File: config.mk
export PLATFORM = sky130hd
export DESIGN_NAME = mii_rx_seq
export DESIGN_NICKNAME = d
export VERILOG_FILES = /design/src/rtl/mii_rx_pkg.sv /design/src/rtl/mii_rx_carrier.sv /design/src/rtl/mii_rx_valid.sv /design/src/rtl/mii_rx_seq.sv
export SDC_FILE = /design/constraint.sdc
export NUM_CORES = 1
export LEC_CHECK = 0
export ABC_AREA = 1
export BUFFER_PORTS_ARGS = -buffer_cell sky130_fd_sc_hd__buf_2
export CORE_AREA = 4 4 41 43
export CTS_CLUSTER_SIZE = 14
export DETAILED_ROUTE_END_ITERATION = 12
export DIE_AREA = 0 0 45 47
export PLACE_DENSITY = 0.51
export SLEW_MARGIN = 15
export SYNTH_ARGS = -nofsm -noshare
export SYNTH_HDL_FRONTEND = slang
export SYNTH_SLANG_ARGS = --single-unit
export TNS_END_PERCENT = 10
File: constraint.sdc
create_clock -name clk_i -period 1.1 [get_ports clk_i]
set_input_delay 0.22 -clock clk_i [delete_from_list [all_inputs] [get_ports clk_i]]
set_output_delay 0.22 -clock clk_i [all_outputs]
set_load 0.03 [all_outputs]
File: src/rtl/mii_rx_pkg.sv
package mii_rx_pkg;
  localparam int unsigned NIB_W = 4;
  typedef enum logic {CS_IDLE = 1'b0, CS_PKT = 1'b1} carrier_e;
endpackage

File: src/rtl/mii_rx_carrier.sv
module mii_rx_carrier
  import mii_rx_pkg::*;
(
  input  logic clk_i,
  input  logic rst_ni,
  input  logic sop_i,
  input  logic eop_i,
  input  logic link_fail_i,
  output logic pkt_nxt_o,
  output logic crs_o
);
  carrier_e state_q, state_d;

  // link fail dominates, then end, then start
  always_comb begin
    state_d = state_q;
    if (link_fail_i)  state_d = CS_IDLE;
    else if (eop_i)   state_d = CS_IDLE;
    else if (sop_i)   state_d = CS_PKT;
  end

  always_ff @(posedge clk_i or negedge rst_ni) begin
    if (!rst_ni) state_q <= CS_IDLE;
    else         state_q <= state_d;
  end

  assign pkt_nxt_o = (state_d == CS_PKT);
  assign crs_o     = (state_q == CS_PKT);
endmodule

File: src/rtl/mii_rx_valid.sv
module mii_rx_valid #(
  parameter int unsigned DATA_W = 4
) (
  input  logic              clk_i,
  input  logic              rst_ni,
  input  logic              pkt_nxt_i,
  input  logic              speed_100_i,
  input  logic              clk_rec_i,
  input  logic [DATA_W-1:0] nib_i,
  input  logic              err_i,
  output logic              rxdv_o,
  output logic [DATA_W-1:0] rxd_o,
  output logic              rxer_o
);
  logic dv_d;

  // 10M: valid latches on recovery and holds for rest of packet
  assign dv_d = pkt_nxt_i & (speed_100_i | clk_rec_i | rxdv_o);

  always_ff @(posedge clk_i or negedge rst_ni) begin
    if (!rst_ni) begin
      rxdv_o <= 1'b0;
      rxd_o  <= '0;
      rxer_o <= 1'b0;
    end else begin
      rxdv_o <= dv_d;
      rxd_o  <= dv_d ? nib_i : '0;
      rxer_o <= dv_d & speed_100_i & err_i;
    end
  end
endmodule

File: src/rtl/mii_rx_seq.sv
module mii_rx_seq
  import mii_rx_pkg::*;
#(
  parameter int unsigned DATA_W = NIB_W
) (
  input  logic              clk_i,
  input  logic              rst_ni,
  input  logic [DATA_W-1:0] nib_i,
  input  logic              sop_i,
  input  logic              eop_i,
  input  logic              err_i,
  input  logic              link_fail_i,
  input  logic              speed_100_i,
  input  logic              clk_rec_i,
  input  logic              col_det_i,
  output logic [DATA_W-1:0] rxd_o,
  output logic              crs_o,
  output logic              rxdv_o,
  output logic              rxer_o,
  output logic              col_o
);
  logic pkt_nxt;

  mii_rx_carrier u_carrier (
    .clk_i       (clk_i),
    .rst_ni      (rst_ni),
    .sop_i       (sop_i),
    .eop_i       (eop_i),
    .link_fail_i (link_fail_i),
    .pkt_nxt_o   (pkt_nxt),
    .crs_o       (crs_o)
  );

  mii_rx_valid #(.DATA_W(DATA_W)) u_valid (
    .clk_i       (clk_i),
    .rst_ni      (rst_ni),
    .pkt_nxt_i   (pkt_nxt),
    .speed_100_i (speed_100_i),
    .clk_rec_i   (clk_rec_i),
    .nib_i       (nib_i),
    .err_i       (err_i),
    .rxdv_o      (rxdv_o),
    .rxd_o       (rxd_o),
    .rxer_o      (rxer_o)
  );

  always_ff @(posedge clk_i or negedge rst_ni) begin
    if (!rst_ni) col_o <= 1'b0;
    else         col_o <= col_det_i;
  end
endmodule

* Yosys cells after proc, flatten, opt, wreduce, memory -nomap -nowiden
Cells that the tools add are included.
Operators by class: mux-type cells 4, bitwise operators 5
Operator list (count):
- two-way mux 4 bit | 1
- AND 1 bit | 3
- two-way mux 1 bit | 3
- OR 1 bit | 2
Storage, ports and cells: register bits after elaboration 8, output and inout port bits 8

* Longest topological paths before layout
Gate-level depths: netlist of the first run.
depth after elaboration 6, gate-level depth with buffers 5, mapped depth without buffers 5

* Cells and area by module
Synthesis of the first run repeated with hierarchy kept, for this count alone.
Unflattened totals: cells, all modules 28, area, all modules 277.8 um^2
By module, submodules not included:
- mii_rx_valid | times used 1, cells each 21, area an instance 209.0 um^2
- mii_rx_carrier | times used 1, cells each 6, area an instance 43.8 um^2
- mii_rx_seq | times used 1, cells each 1, area an instance 25.0 um^2

* Worst setup path before layout of the first run
OpenSTA, ideal clock, no wires.
path type reg2reg, start point register u_valid.rxdv_o, end point register u_valid.rxdv_o, arrival 0.834 ns, slack 0.148 ns, cell stages (with the launch flop) 5, clock period less this slack 0.952 ns, cell sequence dfrtp_1 nor2_1 nand2_1 nand2_4 inv_1
Between the ends: longest elaborated chain between the ends 2
Ends and longest elaborated chain:
- start, declared | RTL line mii_rx_valid.sv:11 | output logic rxdv_o,
- start signal, assigned | RTL line mii_rx_valid.sv:26 | rxdv_o <= dv_d;
- OR 1 bit | RTL line mii_rx_valid.sv:18 | assign dv_d = pkt_nxt_i & (speed_100_i | clk_rec_i | rxdv_o);
- AND 1 bit | RTL line mii_rx_valid.sv:18
- via u_valid.dv_d | RTL line mii_rx_valid.sv:15 | logic dv_d;
The timed path passes the listed nets, and every way through them passes these cells.

* Final worst setup path of the first run
start point register u_carrier.state_q, in the netlist u_carrier.crs_o, end point output crs_o
RTL lines:
- start, declared | RTL line mii_rx_carrier.sv:12 | carrier_e state_q, state_d;
- start signal, assigned | RTL line mii_rx_carrier.sv:24 | else state_q <= state_d;
- end, declared | RTL line mii_rx_seq.sv:17 | output logic crs_o,
No word-level cell between the ends.

==> out/qor.json, run 1 <==
{
  "insertedDiodeCount": 0,
  "grt_use_total": 0.0702,
  "fp.dieW_um": 45,
  "postCtsSetupBuffers": 0,
  "wl_met2_um": 347,
  "setup.worst_path.start_class": "register",
  "cellPowerDensity_mw_per_mm2": 1340,
  "status": "complete, no violations",
  "path_cells": "buf_2",
  "max_freq_ghz": 0.970,
  "clk_root_buffer_cell": "clkbuf_4",
  "report.final.setup_viol": 0,
  "final_area_um2": 459,
  "dieHeight_um": 47,
  "postSynthCellCount": 28,
  "multi_input_gate_area_in_the_final_layout_um2": 77.6,
  "hold_path.class": "primary input to register",
  "start_util": 0.237,
  "i_o_pin_total": 21,
  "drive_above_1_share": 0.615,
  "rows": 13,
  "post_synth_simple_gate_area": 0.252,
  "hold_violations": 0,
  "grt_setup_unrepaired": "false",
  "cts.repair.resized": 0,
  "combinational_family_with_the_most_area_after_synthesis": "simple AND/OR/NAND/NOR gates",
  "placed_cells": 63,
  "post_synth_instance_area_um2": 308,
  "synth_compound_area_frac": 0,
  "critical_path.max_fanout": 2,
  "cp.required_ns": 0.88,
  "insertion_delay_ns": 0.25,
  "slew_violations": 0,
  "synthDistinctLibCells": 9,
  "place.detailed.hpwl_um": 495,
  "post_route_clock_period_utilization": 0.937,
  "critPathBufInv": 1,
  "synth.yosys.seq_area_share": 0.650,
  "top_layer_used": "met4",
  "slew_headroom": 0.884,
  "arrival_ns": 0.81,
  "synth.ff_latch_count": 8,
  "synthToLayoutAreaGrowth_pct": 49.2,
  "filler_cells_inserted": 153,
  "largest_net_degree_at_the_start_of_global_routing": 9,
  "final_cell_count_no_fill": 67,
  "detail_route.wirelength_um": 601,
  "detailed_place.area_um2": 427,
  "synth_largest_type_area_fraction": 0.650,
  "synth-edff-count": 0,
  "yosys-top-cells-area": "dfrtp_1 65%, nor2_2 12%, inv_1 7.3%, nand2_4 3.7%, nor2_4 3.7%",
  "vias": 240,
  "fin_tns_setup_ns": 0,
  "muxShareOfSynthArea": 0,
  "fp.coreArea_mm2": 0.00130,
  "cts.sink_count": 8,
  "global_route.overflow_total": 0,
  "synth_warnings": 0,
  "timing.final.crit_period_ns": 1.03,
  "wire_per_inst_um": 8.97,
  "crit_path_end_kind": "output pin",
  "cts.htree.levels": 1,
  "grt_pass1_vias": 220,
  "yosysTopAreaCell": "dfrtp_1",
  "post_synth_most_frequent_cells": "8 x dfrtp_1, 6 x inv_1, 6 x nor2_2, 2 x clkinv_1, 2 x nand2_1",
  "mappedNetlistNets": 41,
  "ys_dominant_reg_cell": "dfrtp_1",
  "setup.worst_path.class": "register to output pin",
  "initial_antenna_violation_count": 0,
  "detail_route.drc_violations": 0,
  "worst_path_dominant_cell_family": "flip-flops",
  "syn_area_per_cell_um2": 11.0,
  "maximum_buffer_depth_of_the_clock_tree": 2,
  "irDropWorstVdd_v": 0.000515,
  "firstDrtPassIters": 1,
  "viasPerCell": 3.58,
  "max_capacitance_violation_count": 0,
  "worstMarginPinSlew_ns": 0.174,
  "detail_route.iter0.violations": 0,
  "place_congestion": 0.646,
  "yosysMostFrequentCell": "dfrtp_1",
  "numPortBuffers": 20,
  "cts_buffers": 3,
  "cts.clk_slew.worst_paths_ns": 0.05,
  "grt_first_pass_wirelength_um": 945,
  "fin_skew_ns": 0.00547,
  "final_antenna_net_count": 0,
  "design.final.nets": 67,
  "ff_latch_area_um2": 200,
  "cp_slowest_stage_delay_ns": 0.38,
  "cts_tree": "yes",
  "synthAdderAreaFrac": 0,
  "static-leakage-power_uw": 0.000281,
  "dieArea_mm2": 0.00212,
  "wl_met3_um": 43,
  "wl_met1_um": 176,
  "critPathSlowestCell": "dfrtp_1",
  "post_synth_xor_area_fraction": 0,
  "async_reset_ff_frac": 1.00
}
-- sequential cells by signal, indices dropped and copies added (netlist names) --
signal and flops:
u_valid.rxdv_o 1, u_valid.rxer_o 1, u_carrier.crs_o 1, col_o 1
u_valid.rxd_o 4
-- path summary, 6_finish.rpt --
kind	cells past startpoint	slack (ns)	end	start
min	1	0.07	col_o	col_det_i
min in group asynchronous	2	0.34	u_valid.rxd_o[2]	rst_ni
max reg2reg	4	0.27	u_valid.rxd_o[0]	u_valid.rxdv_o
max in group asynchronous	2	0.59	u_valid.rxd_o[0]	rst_ni
max	1	0.07	crs_o	u_carrier.crs_o
min reg2reg	2	0.56	u_carrier.crs_o	u_carrier.crs_o
-- report_power, final --
group	internal, uW	switching (uW)	total, uW
clock network	125	97.5	222
logic	33.2	53.0	86.2
registers	304	3.07	307
-- metal layers --
metal  vias to the layer above  track usage
met3                         4       0.0268
li1                        125            -
met1                       103       0.0631
met5                         -            0
met2                         8        0.102
met4                         0        0.105
-- per-stage QoR --
stage | hold WS, ns | utilization | power [uW] | worst slack, ns
3_3_place_gp | 0.0660 | 0.328 | 397 | 0.275
2_1_floorplan | -0.0756 | - | 359 | 0.148
6_report | 0.0745 | 0.353 | 616 | 0.0693
5_1_grt | 0.0679 | 0.353 | 642 | 0.0435
3_5_place_dp | 0.0697 | 0.328 | 398 | 0.267
4_1_cts | 0.0675 | 0.353 | 628 | 0.0596
-- layout make-up --
type / count / share of cell area
clock buffer: 3 / 0.0490
inverter: 8 / 0.0654
sequential: 8 / 0.436
timing repair buffer: 21 / 0.240
tap: 15 / 0.0409
multi-input combinational: 12 / 0.169
-- worst reg2reg max path, cell delays in order (launching register included) --
cell and delay [ns]:
dfrtp_1 0.38, nor2_1 0.10, nand2_1 0.09, nand2_4 0.12
nor2_2 0.04
-- kinds of logic after synthesis --
group         after synthesis
buf+inv                     8
simple gates               12
flops                       8
-- what timing repair did --
action                     CTS  global route
hold endpoints to repair     8             0
hold buffers                 1             0
setup endpoints to repair    0             0
-- cells in the final DEF, fill, tap and decap left out --
master	count
buf_2	20
clkbuf_4	3
clkinv_1	2
dfrtp_1	8
dlygate4sd3_1	1
inv_1	6
nand2_1	2
nand2_2	1
nand2_4	1
nor2_1	1
nor2_2	6
nor2_4	1
Note: power is estimated with default switching activity, not from simulation.
==> run 2: changes to the inputs <==
Settings changed: ABC_AREA 1 to unset, CORE_AREA 4 4 41 43 to 2 2 39 41, DIE_AREA 0 0 45 47 to 0 0 41 43, PLACE_DENSITY 0.51 to 0.48, SETUP_SLACK_MARGIN set to 0.15.
==> out/qor.json, run 2 <==
{
  "largest_net_degree_at_the_start_of_global_routing": {"value": 9, "change": "unchanged"},
  "cts.htree.levels": {"value": 1, "change": "unchanged"},
  "registers.top_by_ff_count": {"value": "u_valid.rxd_o", "change": "unchanged"},
  "final_antenna_net_count": {"value": 0, "change": "unchanged"},
  "cts.sink_count": {"value": 8, "change": "unchanged"},
  "place.detailed.hpwl": {"value": 480, "unit": "um", "change": "was 495 um"},
  "postSynthCellCount": {"value": 24, "change": "was 28"},
  "grt_pass1_vias": {"value": 246, "change": "was 220"},
  "hold_violations": {"value": 0, "change": "unchanged"},
  "clk_root_buffer_cell": {"value": "clkbuf_4", "change": "unchanged"},
  "post_synth_simple_gate_area": {"value": 0.207, "change": "was 0.252"},
  "viasPerCell": {"value": 4.06, "change": "was 3.58"},
  "global_route.overflow_total": {"value": 0, "change": "unchanged"},
  "vias": {"value": 264, "change": "was 240"},
  "global_route.usage.met1": {"value": 0.0984, "change": "was 0.0631"},
  "fp.dieW": {"value": 41, "unit": "um", "change": "was 45 um"},
  "i_o_pin_total": {"value": 21, "change": "unchanged"},
  "worst_path_dominant_cell_family": {"value": "flip-flops", "change": "unchanged"},
  "post_synth_most_frequent_cells": {"value": "8 x dfrtp_1, 4 x inv_1, 4 x nor4_1, 3 x nor3_1, 2 x nor2_1", "change": "was 8 x dfrtp_1, 6 x inv_1, 6 x nor2_2, 2 x clkinv_1, 2 x nand2_1"},
  "detailed_place.area": {"value": 408, "unit": "um2", "change": "was 427 um2"},
  "grtUsageMet3": {"value": 0.0942, "change": "was 0.0268"},
  "cellPowerDensity": {"value": 1390, "unit": "mW/mm2", "change": "was 1340 mW/mm2"},
  "dieHeight": {"value": 43, "unit": "um", "change": "was 47 um"},
  "place_congestion": {"value": 0.691, "change": "was 0.646"},
  "detail_route.iter0.violations": {"value": 1, "change": "was 0"},
  "max_freq": {"value": 0.979, "unit": "GHz", "change": "was 0.970 GHz"},
  "detail_route.drc_violations": {"value": 0, "change": "unchanged"},
  "insertedDiodeCount": {"value": 0, "change": "unchanged"},
  "mostFrequentLayoutCells": {"value": "18 x buf_2, 7 x dfrtp_1, 4 x inv_1, 4 x nor4_1, 3 x clkbuf_4", "change": "was 20 x buf_2, 8 x dfrtp_1, 6 x nor2_2, 6 x inv_1, 3 x clkbuf_4"},
  "critPathBufInv": {"value": 1, "change": "unchanged"},
  "async_reset_ff_frac": {"value": 1.00, "change": "unchanged"},
  "crit_path_end_kind": {"value": "output pin", "change": "unchanged"},
  "ys_dominant_reg_cell": {"value": "dfrtp_1", "change": "unchanged"},
  "placed_cells": {"value": 59, "change": "was 63"},
  "yosysMostFrequentCell": {"value": "dfrtp_1", "change": "unchanged"},
  "syn_area_per_cell": {"value": 11.6, "unit": "um2", "change": "was 11.0 um2"},
  "numPortBuffers": {"value": 20, "change": "unchanged"},
  "setup.worst_path.start_class": {"value": "register", "change": "unchanged"},
  "yosysTopAreaCell": {"value": "dfrtp_1", "change": "unchanged"},
  "cp.required": {"value": 0.88, "unit": "ns", "change": "about the same"},
  "cts_buffers": {"value": 3, "change": "unchanged"},
  "synthAdderAreaFrac": {"value": 0, "change": "unchanged"},
  "synth.ff_latch_count": {"value": 8, "change": "unchanged"},
  "drive_above_1_share": {"value": 0.551, "change": "was 0.615"},
  "muxShareOfSynthArea": {"value": 0, "change": "unchanged"},
  "yosys-top-cells-area": {"value": "dfrtp_1 72%, nor4_1 9.0%, nor3_1 5.4%, inv_1 5.4%, nor2_1 2.7%", "change": "was dfrtp_1 65%, nor2_2 12%, inv_1 7.3%, nand2_4 3.7%, nor2_4 3.7%"},
  "synthToLayoutAreaGrowth": {"value": 67.1, "unit": "%", "change": "was 49.2%"},
  "synth_warnings": {"value": 0, "change": "unchanged"},
  "hold_path.class": {"value": "primary input to register", "change": "unchanged"},
  "synth-edff-count": {"value": 0, "change": "unchanged"},
  "fin_skew": {"value": 0.000946, "unit": "ns", "change": "was 0.00547 ns"},
  "wire_per_inst": {"value": 9.80, "unit": "um", "change": "was 8.97 um"},
  "rows": {"value": 14, "change": "was 13"},
  "start_util": {"value": 0.201, "change": "was 0.237"},
  "fin_tns_setup": {"value": 0, "unit": "ns", "change": "unchanged"},
  "largest_register_ff_count": {"value": 4, "change": "unchanged"},
  "final_area": {"value": 464, "unit": "um2", "change": "was 459 um2"},
  "cp_slowest_stage_delay": {"value": 0.40, "unit": "ns", "change": "was 0.38 ns"},
  "grt_setup_unrepaired": {"value": "true", "change": "was false"},
  "top_usage_layer": {"value": "met2", "change": "was met4"},
  "arrival": {"value": 0.80, "unit": "ns", "change": "was 0.81 ns"},
  "grt_use_total": {"value": 0.0990, "change": "was 0.0702"},
  "post_synth_instance_area": {"value": 278, "unit": "um2", "change": "was 308 um2"},
  "grt_first_pass_wirelength": {"value": 1.01, "unit": "mm", "change": "was 945 um"},
  "max_capacitance_violation_count": {"value": 0, "change": "unchanged"},
  "slew_headroom": {"value": 0.760, "change": "was 0.884"},
  "critPathSlowestCell": {"value": "dfrtp_1", "change": "unchanged"},
  "static-leakage-power": {"value": 0.000256, "unit": "uW", "change": "was 0.000281 uW"},
  "mappedNetlistNets": {"value": 37, "change": "was 41"},
  "critical_path.max_fanout": {"value": 2, "change": "unchanged"},
  "status": {"value": "complete, no violations", "change": "unchanged"},
  "combinational_family_with_the_most_area_after_synthesis": {"value": "simple AND/OR/NAND/NOR gates", "change": "unchanged"},
  "design.final.nets": {"value": 63, "change": "was 67"},
  "detail_route.wirelength": {"value": 637, "unit": "um", "change": "was 601 um"},
  "maximum_buffer_depth_of_the_clock_tree": {"value": 2, "change": "unchanged"},
  "fp.coreArea": {"value": 0.00138, "unit": "mm2", "change": "was 0.00130 mm2"},
  "post_route_clock_period_utilization": {"value": 0.928, "change": "was 0.937"},
  "synthDistinctLibCells": {"value": 8, "change": "was 9"},
  "setup.worst_path.class": {"value": "register to output pin", "change": "unchanged"},
  "post_synth_xor_area_fraction": {"value": 0, "change": "unchanged"},
  "worstMarginPinSlew": {"value": 0.360, "unit": "ns", "change": "was 0.174 ns"},
  "path_cells": {"value": "buf_6", "change": "was buf_2"},
  "synth_largest_type_area_fraction": {"value": 0.721, "change": "was 0.650"},
  "grt.met2_usage": {"value": 0.119, "change": "was 0.102"},
  "cts.clk_slew.worst_paths": {"value": 0.06, "unit": "ns", "change": "was 0.05 ns"},
  "final_cell_count_no_fill": {"value": 65, "change": "was 67"},
  "slew_violations": {"value": 0, "change": "unchanged"},
  "firstDrtPassIters": {"value": 4, "change": "was 1"},
  "synth.yosys.seq_area_share": {"value": 0.721, "change": "was 0.650"},
  "initial_antenna_violation_count": {"value": 0, "change": "unchanged"},
  "report.final.setup_viol": {"value": 0, "change": "unchanged"},
  "cts_tree": {"value": "yes", "change": "unchanged"},
  "insertion_delay": {"value": 0.25, "unit": "ns", "change": "about the same"},
  "dieArea": {"value": 0.00176, "unit": "mm2", "change": "was 0.00212 mm2"},
  "synth_compound_area_frac": {"value": 0, "change": "unchanged"},
  "timing.final.crit_period": {"value": 1.02, "unit": "ns", "change": "was 1.03 ns"},
  "layout_commonest_cell": {"value": "buf_2", "change": "unchanged"},
  "irDropWorstVdd": {"value": 0.000654, "unit": "V", "change": "was 0.000515 V"}
}
## run 2: cell types whose count changed in the layout (fill, tap and decap cells not counted), sizes merged
| cell | before | now |
|---|---|---|
| nor4 | 0 | 4 |
| nor3 | 0 | 3 |
| nand2 | 4 | 1 |
| buf | 20 | 21 |
| clkbuf | 3 | 4 |
| clkinv | 2 | 0 |
| inv | 6 | 4 |
| nor2 | 8 | 2 |
| or2 | 0 | 1 |
## run 2: kinds of logic after synthesis
kind of cell	Yosys count
buffers and inverters	5
flip-flops	8
AND/OR/NAND/NOR	11
## run 2: final cells by class
class / count / area, um2
Tap cell: 16 / 20.0
Fill cell: 145 / 920
Inverter: 4 / 15.0
Clock buffer: 4 / 26.3
Timing Repair Buffer: 22 / 130
Sequential cell: 8 / 201
Multi-Input combinational cell: 11 / 71.3
## run 2: stage by stage
stage / total power (uW) / setup slack [ns] / hold WS, ns / util
finish: 646 / 0.0788 / 0.0732 / 0.335
global route: 696 / 0.0301 / 0.0511 / 0.335
CTS: 666 / 0.0614 / 0.0644 / 0.335
detailed placement: 397 / 0.00612 / 0.0685 / 0.295
global placement: 397 / 0.0419 / 0.0701 / 0.295
floorplan: 357 / 0.186 / -0.0756 / -
## run 2: final timing paths
kind                                 start               end  slack [ns]  cells past startpoint
max in group asynchronous           rst_ni    u_valid.rxdv_o        0.60                      2
max                        u_carrier.crs_o             crs_o        0.08                      1
min reg2reg                u_carrier.crs_o   u_carrier.crs_o        0.59                      2
max reg2reg                 u_valid.rxdv_o  u_valid.rxd_o[2]        0.13                      3
min in group asynchronous           rst_ni    u_valid.rxer_o        0.33                      2
min                              col_det_i             col_o        0.07                      1
## run 2: routing by layer
metal,part of all wire,up-vias,wire length (um)
met5,0,-,0
li1,-,128,-
met1,0.39,120,250
met2,0.48,14,308
met4,0.016,0,10
met3,0.11,2,68
## run 2: where the power goes
part	internal (uW)	total, uW	switching (uW)
Sequential	304	308	3.92
Clock	139	245	106
Combinational	38.7	92.5	53.8
Total	482	646	163
## run 2: repair_timing
action | in CTS | in global routing
hold buffers | 1 | 0
pin swaps | 0 | 1
endpoints found under the setup margin | 8 | 13
endpoints found under the hold margin | 8 | 0
gates resized for setup | 4 | 0
setup buffers | 1 | 0
==> run 3: changes to the inputs <==
--- a/config.mk
+++ b/config.mk
@@ -12,3 +12,3 @@
 export DIE_AREA = 0 0 41 43
-export PLACE_DENSITY = 0.48
+export PLACE_DENSITY_LB_ADDON = 0.15
 export SETUP_SLACK_MARGIN = 0.15
--- a/constraint.sdc
+++ b/constraint.sdc
@@ -3,2 +3,2 @@
 set_output_delay 0.22 -clock clk_i [all_outputs]
-set_load 0.03 [all_outputs]
+set_load 0.005 [all_outputs]
==> out/qor.json, run 3 (same netlist as run 2, synthesis figures left out) <==
{
  "path_cells": {"value": "buf_2", "change": "was buf_6"},
  "critPathBufInv": {"value": 1, "change": "unchanged"},
  "cts.clk_slew.worst_paths": {"value": 0.05, "unit": "ns", "change": "was 0.06 ns"},
  "p_sw_frac": {"value": 0.229, "change": "was 0.253"},
  "power_frac_comb": {"value": 0.108, "change": "was 0.143"},
  "drive_above_1_share": {"value": 0.521, "change": "was 0.551"},
  "registers.top_by_ff_count": {"value": "u_valid.rxd_o", "change": "unchanged"},
  "status": {"value": "complete, no violations", "change": "unchanged"},
  "worstReg2RegStart": {"value": "u_valid.rxdv_o", "change": "unchanged"},
  "setup.worst_path.class": {"value": "register to output pin", "change": "unchanged"},
  "layout_commonest_cell": {"value": "buf_2", "change": "unchanged"},
  "design.final.nets": {"value": 63, "change": "unchanged"},
  "cts_tree": {"value": "yes", "change": "unchanged"},
  "timing.final.crit_period": {"value": 0.991, "unit": "ns", "change": "was 1.02 ns"},
  "rr_worst_depth": {"value": 2, "change": "was 3"},
  "insertedDiodeCount": {"value": 0, "change": "unchanged"},
  "place_congestion": {"value": 0.612, "change": "was 0.691"},
  "setup.worst_path.start_class": {"value": "register", "change": "unchanged"},
  "cts.repair.resized": {"value": 0, "change": "was 4"},
  "placed_cells": {"value": 60, "change": "was 59"},
  "wire_per_inst": {"value": 9.73, "unit": "um", "change": "was 9.80 um"},
  "vias": {"value": 247, "change": "was 264"},
  "min_to": {"value": "col_o", "change": "unchanged"},
  "timing.hold.worst_path_depth": {"value": 1, "change": "unchanged"},
  "cp.required": {"value": 0.88, "unit": "ns", "change": "about the same"},
  "pre_cts_slack": {"value": 0.0308, "unit": "ns", "change": "was 0.00612 ns"},
  "fp.dieW": {"value": 41, "unit": "um", "change": "unchanged"},
  "report.final.setup_viol": {"value": 0, "change": "unchanged"},
  "cp_slowest_stage_delay": {"value": 0.39, "unit": "ns", "change": "was 0.40 ns"},
  "critPathSlowestCell": {"value": "dfrtp_1", "change": "unchanged"},
  "cellPowerDensity": {"value": 1370, "unit": "mW/mm2", "change": "was 1390 mW/mm2"},
  "grt_first_pass_wirelength": {"value": 1.02, "unit": "mm", "change": "was 1.01 mm"},
  "synthToLayoutAreaGrowth": {"value": 57.7, "unit": "%", "change": "was 67.1%"},
  "static-leakage-power": {"value": 0.000253, "unit": "uW", "change": "was 0.000256 uW"},
  "sequentialPowerShare": {"value": 0.512, "change": "was 0.478"},
  "irDropWorstVdd": {"value": 0.000345, "unit": "V", "change": "was 0.000654 V"},
  "worstMarginPinSlew": {"value": 0.337, "unit": "ns", "change": "was 0.360 ns"},
  "p_int": {"value": 463, "unit": "uW", "change": "was 482 uW"},
  "i_o_pin_total": {"value": 21, "change": "unchanged"},
  "largest_register_ff_count": {"value": 4, "change": "unchanged"},
  "initial_antenna_violation_count": {"value": 0, "change": "unchanged"},
  "worst_hold_startpoint": {"value": "col_det_i", "change": "unchanged"},
  "cts.sink_count": {"value": 8, "change": "unchanged"},
  "grt_setup_unrepaired": {"value": "true", "change": "unchanged"},
  "detail_route.iter0.violations": {"value": 4, "change": "was 1"},
  "post_route_clock_period_utilization": {"value": 0.901, "change": "was 0.928"},
  "detail_route.drc_violations": {"value": 0, "change": "unchanged"},
  "critical_path.max_fanout": {"value": 2, "change": "unchanged"},
  "cts.htree.levels": {"value": 1, "change": "unchanged"},
  "largest_net_degree_at_the_start_of_global_routing": {"value": 9, "change": "unchanged"},
  "slew_violations": {"value": 0, "change": "unchanged"},
  "cts_buffers": {"value": 3, "change": "unchanged"},
  "power.clock.fraction": {"value": 0.380, "change": "was 0.379"},
  "crit_path_end_kind": {"value": "output pin", "change": "unchanged"},
  "place.detailed.hpwl": {"value": 485, "unit": "um", "change": "was 480 um"},
  "final_cell_count_no_fill": {"value": 64, "change": "was 65"},
  "max_freq": {"value": 1.01, "unit": "GHz", "change": "was 0.979 GHz"},
  "grt_pass1_vias": {"value": 250, "change": "was 246"},
  "fin_tns_setup": {"value": 0, "unit": "ns", "change": "unchanged"},
  "slew_headroom": {"value": 0.776, "change": "was 0.760"},
  "worst_path_dominant_cell_family": {"value": "flip-flops", "change": "unchanged"},
  "mostFrequentLayoutCells": {"value": "20 x buf_2, 8 x dfrtp_1, 4 x inv_1, 4 x nor4_1, 3 x clkbuf_4", "change": "was 18 x buf_2, 7 x dfrtp_1, 4 x inv_1, 4 x nor4_1, 3 x clkbuf_4"},
  "grt_use_total": {"value": 0.0964, "change": "was 0.0990"},
  "global_route.overflow_total": {"value": 0, "change": "unchanged"},
  "switching_power": {"value": 138, "unit": "uW", "change": "was 163 uW"},
  "worst_hold_slack": {"value": 0.0704, "unit": "ns", "change": "was 0.0732 ns"},
  "firstDrtPassIters": {"value": 3, "change": "was 4"},
  "arrival": {"value": 0.77, "unit": "ns", "change": "was 0.80 ns"},
  "fp.coreArea": {"value": 0.00138, "unit": "mm2", "change": "unchanged"},
  "total_power": {"value": 600, "unit": "uW", "change": "was 646 uW"},
  "dieArea": {"value": 0.00176, "unit": "mm2", "change": "unchanged"},
  "detail_route.wirelength": {"value": 623, "unit": "um", "change": "was 637 um"},
  "hold_violations": {"value": 0, "change": "unchanged"},
  "fin_skew": {"value": 0.00162, "unit": "ns", "change": "was 0.000946 ns"},
  "dieHeight": {"value": 43, "unit": "um", "change": "unchanged"},
  "rows": {"value": 14, "change": "unchanged"},
  "viasPerCell": {"value": 3.86, "change": "was 4.06"},
  "start_util": {"value": 0.201, "change": "unchanged"},
  "maximum_buffer_depth_of_the_clock_tree": {"value": 2, "change": "unchanged"},
  "max_capacitance_violation_count": {"value": 0, "change": "unchanged"},
  "worst-r2r-setup-slack": {"value": 0.19, "unit": "ns", "change": "was 0.13 ns"},
  "clk_root_buffer_cell": {"value": "clkbuf_4", "change": "unchanged"},
  "insertion_delay": {"value": 0.25, "unit": "ns", "change": "about the same"},
  "numPortBuffers": {"value": 20, "change": "unchanged"},
  "reg2reg_to": {"value": "u_valid.rxd_o[1]", "change": "was u_valid.rxd_o[2]"},
  "hold_path.class": {"value": "primary input to register", "change": "unchanged"},
  "setup_ws": {"value": 0.109, "unit": "ns", "change": "was 0.0788 ns"},
  "final_antenna_net_count": {"value": 0, "change": "unchanged"}
}
==> run 3: layer usage <==
metal  global-route usage  up-vias  part of all wire
met5                    0        -                 0
met4                0.120        0             0.042
met3               0.0314        4              0.11
met2                0.131       15              0.45
met1               0.0967      101              0.40
li1                     -      127                 -
==> run 3: cell type report <==
type | instances | area (um2)
Multi-Input combinational cell | 11 | 62.6
Clock buffer | 3 | 22.5
Tap cell | 16 | 20.0
Fill cell | 164 | 946
Inverter | 4 | 15.0
Timing Repair Buffer | 22 | 118
Sequential cell | 8 | 200
==> run 3: what timing repair did <==
item | 4_1_cts | 5_1_grt
hold endpoints to repair | 8 | 0
endpoints found under the setup margin | 5 | 13
hold buffers | 1 | 0
setup buffers | 0 | 0
==> run 3: worst max-delay path by stage <==
stage,from,to,cells past startpoint
after global placement,eop_i,u_valid.rxd_o[2],3
after floorplan,eop_i,u_valid.rxd_o[0],3
after detailed placement,eop_i,u_valid.rxd_o[3],3
final,u_valid.rxdv_o,rxdv_o,1
after global routing,u_valid.rxdv_o,rxdv_o,1
after CTS,u_valid.rxdv_o,rxdv_o,1
==> run 3: power by group through the flow <==
stage | sequential (uW) | clock (uW) | combinational (uW)
floorplan | 314 | 0 | 20.1
detailed placement | 312 | 0 | 64.0
CTS | 307 | 239 | 66.9
global route | 308 | 255 | 74.9
global placement | 312 | 0 | 63.2
finish | 307 | 228 | 64.9
==> run 3: through the flow <==
stage	utilization	cell area [um2]
final	0.316	438
after global routing	0.316	438
after CTS	0.316	438
after detailed placement	0.293	405
after global placement	0.293	405
after floorplan	-	283
